**src/rtl/gpio_pkg.sv**
```systemverilog
package gpio_pkg;

    localparam int ADDR_W = 12;
    localparam int DATA_W = 32;
    localparam int BANK_W = 32;
    localparam int NUM_KINDS = 14;

    typedef enum logic [3:0] {
        K_NONE = 4'd0,
        K_LVL  = 4'd1,
        K_DIR  = 4'd2,
        K_SET  = 4'd3,
        K_CLR  = 4'd4,
        K_REN  = 4'd5,
        K_FEN  = 4'd6,
        K_BYP  = 4'd7,
        K_MSK  = 4'd8,
        K_STS  = 4'd9,
        K_TYP  = 4'd10,
        K_POL  = 4'd11,
        K_WMK  = 4'd12,
        K_WSR  = 4'd13
    } kind_t;

    // group base offsets; banks follow at 4-byte steps
    function automatic logic [ADDR_W-1:0] kind_base(kind_t k);
        case (k)
            K_LVL:   return 12'h004;
            K_DIR:   return 12'h01C;
            K_SET:   return 12'h034;
            K_CLR:   return 12'h04C;
            K_REN:   return 12'h064;
            K_FEN:   return 12'h07C;
            K_BYP:   return 12'h094;
            K_MSK:   return 12'h0AC;
            K_STS:   return 12'h0C4;
            K_TYP:   return 12'h300;
            K_POL:   return 12'h318;
            K_WMK:   return 12'h400;
            K_WSR:   return 12'h418;
            default: return '0;
        endcase
    endfunction

    typedef struct packed {
        logic [BANK_W-1:0] dir;
        logic [BANK_W-1:0] outv;
        logic [BANK_W-1:0] ren;
        logic [BANK_W-1:0] fen;
        logic [BANK_W-1:0] byp;
        logic [BANK_W-1:0] msk;
        logic [BANK_W-1:0] sts;
        logic [BANK_W-1:0] typ;
        logic [BANK_W-1:0] pol;
        logic [BANK_W-1:0] wmk;
        logic [BANK_W-1:0] wsr;
        logic [BANK_W-1:0] prev;
    } bank_regs_t;

endpackage

```
**src/rtl/gpio_in_filter.sv**
```systemverilog
module gpio_in_filter #(
    parameter int FILT_LEN = 3
) (
    input  logic clk,
    input  logic rst_n,
    input  logic raw_in,
    input  logic bypass,
    output logic cond_out
);
    localparam int CNT_W = $clog2(FILT_LEN + 1);

    typedef struct packed {
        logic             s1;
        logic             s2;
        logic             cand;
        logic [CNT_W-1:0] cnt;
        logic             filt;
    } filt_state_t;

    filt_state_t st_d, st_q;

    always_comb begin
        st_d    = st_q;
        st_d.s1 = raw_in;
        st_d.s2 = st_q.s1;
        if (st_q.s2 != st_q.cand) begin
            st_d.cand = st_q.s2;
            st_d.cnt  = CNT_W'(1);
        end else if (st_q.cnt < CNT_W'(FILT_LEN - 1)) begin
            st_d.cnt = st_q.cnt + CNT_W'(1);
        end else begin
            st_d.filt = st_q.cand;
        end
    end

    always_ff @(posedge clk or negedge rst_n) begin
        if (!rst_n) st_q <= '0;
        else        st_q <= st_d;
    end

    assign cond_out = bypass ? st_q.s2 : st_q.filt;

endmodule

```
**src/rtl/gpio_bank.sv**
```systemverilog
module gpio_bank
    import gpio_pkg::*;
#(
    parameter int FILT_LEN = 3
) (
    input  logic              clk,
    input  logic              rst_n,
    input  logic              hit,
    input  kind_t             kind,
    input  logic              we,
    input  logic [DATA_W-1:0] wdata,
    input  logic [BANK_W-1:0] pin_in,
    output logic [DATA_W-1:0] rdata,
    output logic [BANK_W-1:0] pin_out,
    output logic [BANK_W-1:0] pin_oe,
    output logic [BANK_W-1:0] sts_o,
    output logic [BANK_W-1:0] msk_o,
    output logic [BANK_W-1:0] wmk_o,
    output logic [BANK_W-1:0] wsr_o
);
    bank_regs_t        r_d, r_q;
    logic [BANK_W-1:0] cond;
    logic [BANK_W-1:0] rise, fall, lvl_act, evt, clr_sts, clr_wsr;
    logic              wr;

    for (genvar i = 0; i < BANK_W; i++) begin : g_pin
        gpio_in_filter #(.FILT_LEN(FILT_LEN)) u_filt (
            .clk      (clk),
            .rst_n    (rst_n),
            .raw_in   (pin_in[i]),
            .bypass   (r_q.byp[i]),
            .cond_out (cond[i])
        );
    end

    assign wr = hit && we;

    always_comb begin
        r_d     = r_q;
        rise    = cond & ~r_q.prev;
        fall    = ~cond & r_q.prev;
        lvl_act = r_q.typ & (cond ^ r_q.pol);
        evt     = lvl_act | (~r_q.typ & ((rise & r_q.ren) | (fall & r_q.fen)));
        clr_sts = (wr && kind == K_STS) ? wdata : '0;
        clr_wsr = (wr && kind == K_WSR) ? wdata : '0;
        r_d.prev = cond;
        if (wr) begin
            case (kind)
                K_DIR:   r_d.dir  = wdata;
                K_SET:   r_d.outv = r_q.outv | wdata;
                K_CLR:   r_d.outv = r_q.outv & ~wdata;
                K_REN:   r_d.ren  = wdata;
                K_FEN:   r_d.fen  = wdata;
                K_BYP:   r_d.byp  = wdata;
                K_MSK:   r_d.msk  = wdata;
                K_TYP:   r_d.typ  = wdata;
                K_POL:   r_d.pol  = wdata;
                K_WMK:   r_d.wmk  = wdata;
                default: ;
            endcase
        end
        // new events win over a clear in the same cycle
        r_d.sts = (r_q.sts & ~clr_sts) | evt;
        r_d.wsr = (r_q.wsr & ~clr_wsr) | (evt & r_q.wmk);
    end

    always_ff @(posedge clk or negedge rst_n) begin
        if (!rst_n) r_q <= '0;
        else        r_q <= r_d;
    end

    always_comb begin
        rdata = '0;
        if (hit) begin
            case (kind)
                K_LVL:   rdata = cond;
                K_DIR:   rdata = r_q.dir;
                K_REN:   rdata = r_q.ren;
                K_FEN:   rdata = r_q.fen;
                K_BYP:   rdata = r_q.byp;
                K_MSK:   rdata = r_q.msk;
                K_STS:   rdata = r_q.sts;
                K_TYP:   rdata = r_q.typ;
                K_POL:   rdata = r_q.pol;
                K_WMK:   rdata = r_q.wmk;
                K_WSR:   rdata = r_q.wsr;
                default: rdata = '0;
            endcase
        end
    end

    assign pin_out = r_q.outv;
    assign pin_oe  = r_q.dir;
    assign sts_o   = r_q.sts;
    assign msk_o   = r_q.msk;
    assign wmk_o   = r_q.wmk;
    assign wsr_o   = r_q.wsr;

endmodule

```
**src/rtl/gpio_bank_ctrl.sv**
```systemverilog
module gpio_bank_ctrl
    import gpio_pkg::*;
#(
    parameter int NUM_BANKS = 2,
    parameter int FILT_LEN  = 3
) (
    input  logic                        clk,
    input  logic                        rst_n,
    input  logic [ADDR_W-1:0]           bus_addr,
    input  logic                        bus_we,
    input  logic [DATA_W-1:0]           bus_wdata,
    output logic [DATA_W-1:0]           bus_rdata,
    input  logic [NUM_BANKS*BANK_W-1:0] pin_in,
    output logic [NUM_BANKS*BANK_W-1:0] pin_out,
    output logic [NUM_BANKS*BANK_W-1:0] pin_oe,
    output logic                        irq_o,
    output logic                        wake_o
);
    localparam int NPINS  = NUM_BANKS * BANK_W;
    localparam int BIDX_W = (NUM_BANKS > 1) ? $clog2(NUM_BANKS) : 1;

    kind_t             dec_kind;
    logic [BIDX_W-1:0] dec_bank;
    logic [DATA_W-1:0] bank_rd [NUM_BANKS];
    logic [NPINS-1:0]  sts_vec, msk_vec, wmk_vec, wsr_vec;

    always_comb begin
        dec_kind = K_NONE;
        dec_bank = '0;
        for (int k = 1; k < NUM_KINDS; k++) begin
            for (int b = 0; b < NUM_BANKS; b++) begin
                if (bus_addr == ADDR_W'(32'(kind_base(kind_t'(4'(k)))) + 4 * b)) begin
                    dec_kind = kind_t'(4'(k));
                    dec_bank = BIDX_W'(b);
                end
            end
        end
    end

    for (genvar b = 0; b < NUM_BANKS; b++) begin : g_bank
        gpio_bank #(.FILT_LEN(FILT_LEN)) u_bank (
            .clk     (clk),
            .rst_n   (rst_n),
            .hit     (dec_kind != K_NONE && dec_bank == BIDX_W'(b)),
            .kind    (dec_kind),
            .we      (bus_we),
            .wdata   (bus_wdata),
            .pin_in  (pin_in[b*BANK_W +: BANK_W]),
            .rdata   (bank_rd[b]),
            .pin_out (pin_out[b*BANK_W +: BANK_W]),
            .pin_oe  (pin_oe[b*BANK_W +: BANK_W]),
            .sts_o   (sts_vec[b*BANK_W +: BANK_W]),
            .msk_o   (msk_vec[b*BANK_W +: BANK_W]),
            .wmk_o   (wmk_vec[b*BANK_W +: BANK_W]),
            .wsr_o   (wsr_vec[b*BANK_W +: BANK_W])
        );
    end

    always_comb begin
        bus_rdata = '0;
        for (int b = 0; b < NUM_BANKS; b++) bus_rdata = bus_rdata | bank_rd[b];
    end

    assign irq_o  = |(sts_vec & msk_vec);
    assign wake_o = |wsr_vec;

endmodule

```
**config.mk**
```make
export PLATFORM = sky130hd
export DESIGN_NAME = gpio_bank_ctrl
export DESIGN_NICKNAME = d
export VERILOG_FILES = /design/src/rtl/gpio_pkg.sv /design/src/rtl/gpio_in_filter.sv /design/src/rtl/gpio_bank.sv /design/src/rtl/gpio_bank_ctrl.sv
export SDC_FILE = /design/constraint.sdc
export NUM_CORES = 2
export LEC_CHECK = 0
export ABC_CLOCK_PERIOD_IN_PS = 6200
export BUFFER_PORTS_ARGS = -buffer_cell sky130_fd_sc_hd__buf_2
export CAP_MARGIN = 15
export CORE_ASPECT_RATIO = 0.75
export CORE_MARGIN = 2
export CORE_UTILIZATION = 30
export DETAILED_ROUTE_END_ITERATION = 12
export SETUP_SLACK_MARGIN = 0.3
export SLEW_MARGIN = 30
export SYNTH_ARGS = -nofsm -noshare
export SYNTH_HDL_FRONTEND = slang
export SYNTH_SLANG_ARGS = --single-unit
```
**constraint.sdc**
```tcl
create_clock -name clk -period 6.2 [get_ports clk]
set_input_delay 1.24 -clock clk [delete_from_list [all_inputs] [get_ports clk]]
set_output_delay 1.24 -clock clk [all_outputs]
set_load 0.05 [all_outputs]
```
==> results.md <==
- CP Launch Point: bus_addr[9]
- Filler cells: 16,400
- CP required: roughly 5.0 ns
- Crit path top cell by count: buf_2
- R2R Path End: g_bank[1].u_bank.wsr_o[0]$_DFF_PN0_
- Post-synthesis adder-cell area fraction: 0
- CP max-delay cell: or4_1
- Synth unique cells: 60
- Vias: between 30,000 and 40,000
- Nets: approximately 4,400
- Sequential area share after synthesis: 0.572
- Io pins: ~270
- Starting Density: 0.302
- H-tree Lvls: 3
- Buffer levels on the longest clock path: 3
- Slew Limit Fails: 0
- Die width: 477 µm
- EDFF count, synth: 0
- CTS clock-pin slew for the worst setup and hold paths: 0.07 ns
- Post-CTS resize count: 0
- Clk_skew: approximately 0.06 ns
- Mean routed wirelength per cell: approximately 26 µm
- Initial DRC Count: ~4,600
- Drt first pass iters: 9
- Syn avg cell area: 11.8 µm²
- Antenna violations before repair: 15
- FF+latch count, synth: roughly 1,200
- Main synth FF type: dfrtp_1
- Post-synthesis simple-gate area fraction: 0.0853
- Measured slew at the worst slew-check pin: around 1.1 ns
- GR Util All Layers: 0.197
- ANT nets after route: 0
- Compound-Gate Fraction of Synth Area: 0.112
- Min Tclk post-route: 5.87 ns
- Critical path fanouts, max: 23
- Final WL: 172,000 µm
- Proportion of layout cells with a drive suffix above 1: 0.278
- Max_cap viols: 0
- Reg2Reg Setup Slack: about 4.2 ns
- Worst VDD drop: 0.288 mV
- Synth warnings: 0
- Die extent in y: roughly 360 µm
- Root buf cell: clkbuf_16
- Die area: 171,000 µm²
- Worst path buffer plus inverter count: 4
- RSZ-0062 raised after global routing: no
- Fmax: ~170 MHz
- Rows: 130
- Crit. End Element: output pin
- Depth of the worst register-to-register path: 6
- Largest family of logic cells by synthesized area: multiplexers
- DRC viols: 0
- Grt total ovfl: 0
- Final setup vio count: 0
- CP Cell Sequence: buf_2 -> or4_1 -> buf_4 -> nor3_1 -> or2_2 -> buf_12 -> a211oi_1 -> and3_1 -> o22ai_1 -> buf_2
- Crit Path Category: input pin to output pin
- Startpoint Class: input pin
- Hold WC Path Type: input pin to asynchronous set/reset pin
- Post-Syn Area: 50,400 µm²
- Layout area overhead: 15.2%
- Synth Area in XOR/XNOR: 0.0323
- Leak: about 0.026 µW
- Synth async-reset ratio: 1.00
- RR Startpoint: g_bank[1].u_bank.r_q[224]$_DFFE_PN0P_
- Outcome: finished clean
- Synthesized instance count: ~4,300
- Max stage delay on crit path: approximately 0.72 ns
- Fin Hold WS: ~0.33 ns
- Pwr dens: between 200 and 300 nW/µm²
- CTS Sinks: 1,152
- CP arrival: between 4 and 5 ns
- Buffers on Ports: 272
- # hold bufs at CTS: 0
- GPL Wtd Cong: roughly 0.90
- DP HPWL: 115,000 µm
- Vias/cell: 5.36
- Syn Nets: 4,364
- Largest net degree at the start of global routing: around 150
- Period Utilization, post-route: 0.946
- Hold Vio Cnt, Final: 0
- Core area: 167,000 µm²
- Later-pin clock latency in the skew report: approximately 0.77 ns
- CP Depth: 10
- First-pass GRT wire length: around 250,000 µm
- Crit path to: bus_rdata[31]
- Mux contribution to synthesized area: 0.150
- Post-CTS Setup Inserts: 0
- Fin Setup TNS: 0 ns
- Vias in the first global route: around 35,000
- Slew headroom: 0.237
- Delay-heaviest family, CP: simple AND/OR/NAND/NOR gates
- CTS tree: done
- Num CTS Buffers: 118
-- synth_stat cells (all sizes together) (27+ instances only) --
cell type | number | area [µm²]
nor2 | 202 | 758
a211oi | 39 | 298
a22o | 37 | 324
o21ai | 175 | 876
nor3 | 74 | 370
a222oi | 89 | 891
nand3 | 66 | 330
nand2 | 334 | 1250
clkbuf | 217 | 815
dfrtp | 1152 | 28800
buf | 192 | 1260
nand4 | 27 | 169
a221oi | 27 | 236
mux2i | 59 | 591
inv | 97 | 364
a22oi | 130 | 976
o22ai | 84 | 526
xor2 | 148 | 1300
mux2 | 617 | 6950
nand2b | 124 | 776
o2bb2ai | 44 | 385
xnor2 | 38 | 333
a21oi | 157 | 790
-- registers in the layout, summed over array words and instances (netlist names), named ones only --
signal	flops
g_bank.u_bank.g_pin.u_filt.st_d	64
g_bank.u_bank.r_q	384
g_bank.u_bank.msk_o	64
g_bank.u_bank.wsr_o	64
g_bank.u_bank.pin_oe	64
g_bank.u_bank.g_pin.u_filt.st_q	320
g_bank.u_bank.wmk_o	64
g_bank.u_bank.sts_o	64
-- cell type report --
cell class                      instances  area, µm²  share of cell area
Sequential cell                      1152      28800               0.497
Multi-Input combinational cell       2595      19300               0.333
Clock buffer                          175       3510              0.0604
Tap cell                             2244       2810              0.0484
Timing Repair Buffer                  370       2630              0.0454
Clock inverter                         42        553             0.00953
Inverter                               97        364             0.00628
Antenna cell                            4       10.0            0.000173
-- worst reg2reg max path, stage by stage (launching register included) --
cell,delay (ns)
dfrtp_1,0.51
mux2i_1,0.70
inv_1,0.18
nand2_1,0.10
o21ai_0,0.07
mux2i_1,0.24
o2bb2ai_1,0.12
-- layout by cell type (no fill, tap or decap), types with 9 or more instances in the layout --
cell type and count:
nand2b_1 124, nand4_1 27, xor2_1 148, nand3_1 66, clkbuf_1 23, a211oi_1 37
xnor2_1 38, a22oi_1 130, o2bb2ai_1 44, clkbuf_8 34, nor4_1 19, clkbuf_16 118
and3_1 12, buf_12 38, a222oi_1 89, buf_4 75, nor3_1 70, mux2_2 617
nor2_1 197, a21oi_1 156, inv_1 97, a22o_1 37, buf_2 256, clkinv_2 19
mux2i_1 59, bufinv_16 9, nand2_1 324, o22ai_1 84, o21ai_0 173, a221oi_1 27
dfrtp_1 1152
-- cells by family after synthesis --
group	Yosys count
multiplexers	676
flip-flops	1152
XOR/XNOR	186
buffers and inverters	506
AO/OA/AOI/OAI	821
AND/OR/NAND/NOR	912
-- layer usage --
layer  up-vias  part of all wire  track usage
met1     18300              0.42        0.272
met5         -           0.00055            0
met3       395              0.10       0.0546
li1      15300                 -            -
met4        16             0.045       0.0834
met2      1816              0.43        0.289
-- worst min-delay path by stage --
| stage | end | slack (ns) | depth (start not counted) |
|---|---|---|---|
| finish | g_bank[1].u_bank.g_pin[28].u_filt.st_d[4]$_DFF_PN0_ | 0.33 | 1 |
| global route | g_bank[1].u_bank.g_pin[28].u_filt.st_d[4]$_DFF_PN0_ | 0.31 | 1 |
| CTS | g_bank[0].u_bank.g_pin[8].u_filt.st_q[4]$_DFF_PN0_ | 0.35 | 0 |
| detailed placement | g_bank[0].u_bank.g_pin[8].u_filt.st_q[4]$_DFF_PN0_ | 0.33 | 0 |
| global placement | g_bank[1].u_bank.g_pin[2].u_filt.st_q[4]$_DFF_PN0_ | 0.33 | 0 |
| floorplan | g_bank[0].u_bank.g_pin[0].u_filt.st_q[4]$_DFF_PN0_ | 0.33 | 0 |
-- stage by stage --
step | std cells | setup WS, ns | utilization | area [µm²] | total power [µW]
floorplan | 4253 | 0.715 | - | 50400 | 9140
global placement | 6457 | 0.417 | 0.323 | 53900 | 9610
detailed placement | 6457 | 0.389 | 0.323 | 53900 | 9670
CTS | 6674 | 0.389 | 0.347 | 58000 | 17100
global route | 6677 | 0.312 | 0.347 | 58000 | 17700
finish | 6679 | 0.334 | 0.347 | 58000 | 17000
-- power breakdown --
group | switching (µW) | total [µW] | leakage [µW] | internal, µW
clock network | 3160 | 7450 | 0.00200 | 4290
registers | 359 | 8330 | 0.0145 | 7970
logic | 761 | 1200 | 0.00920 | 441
(Power assumes the default switching activity.)
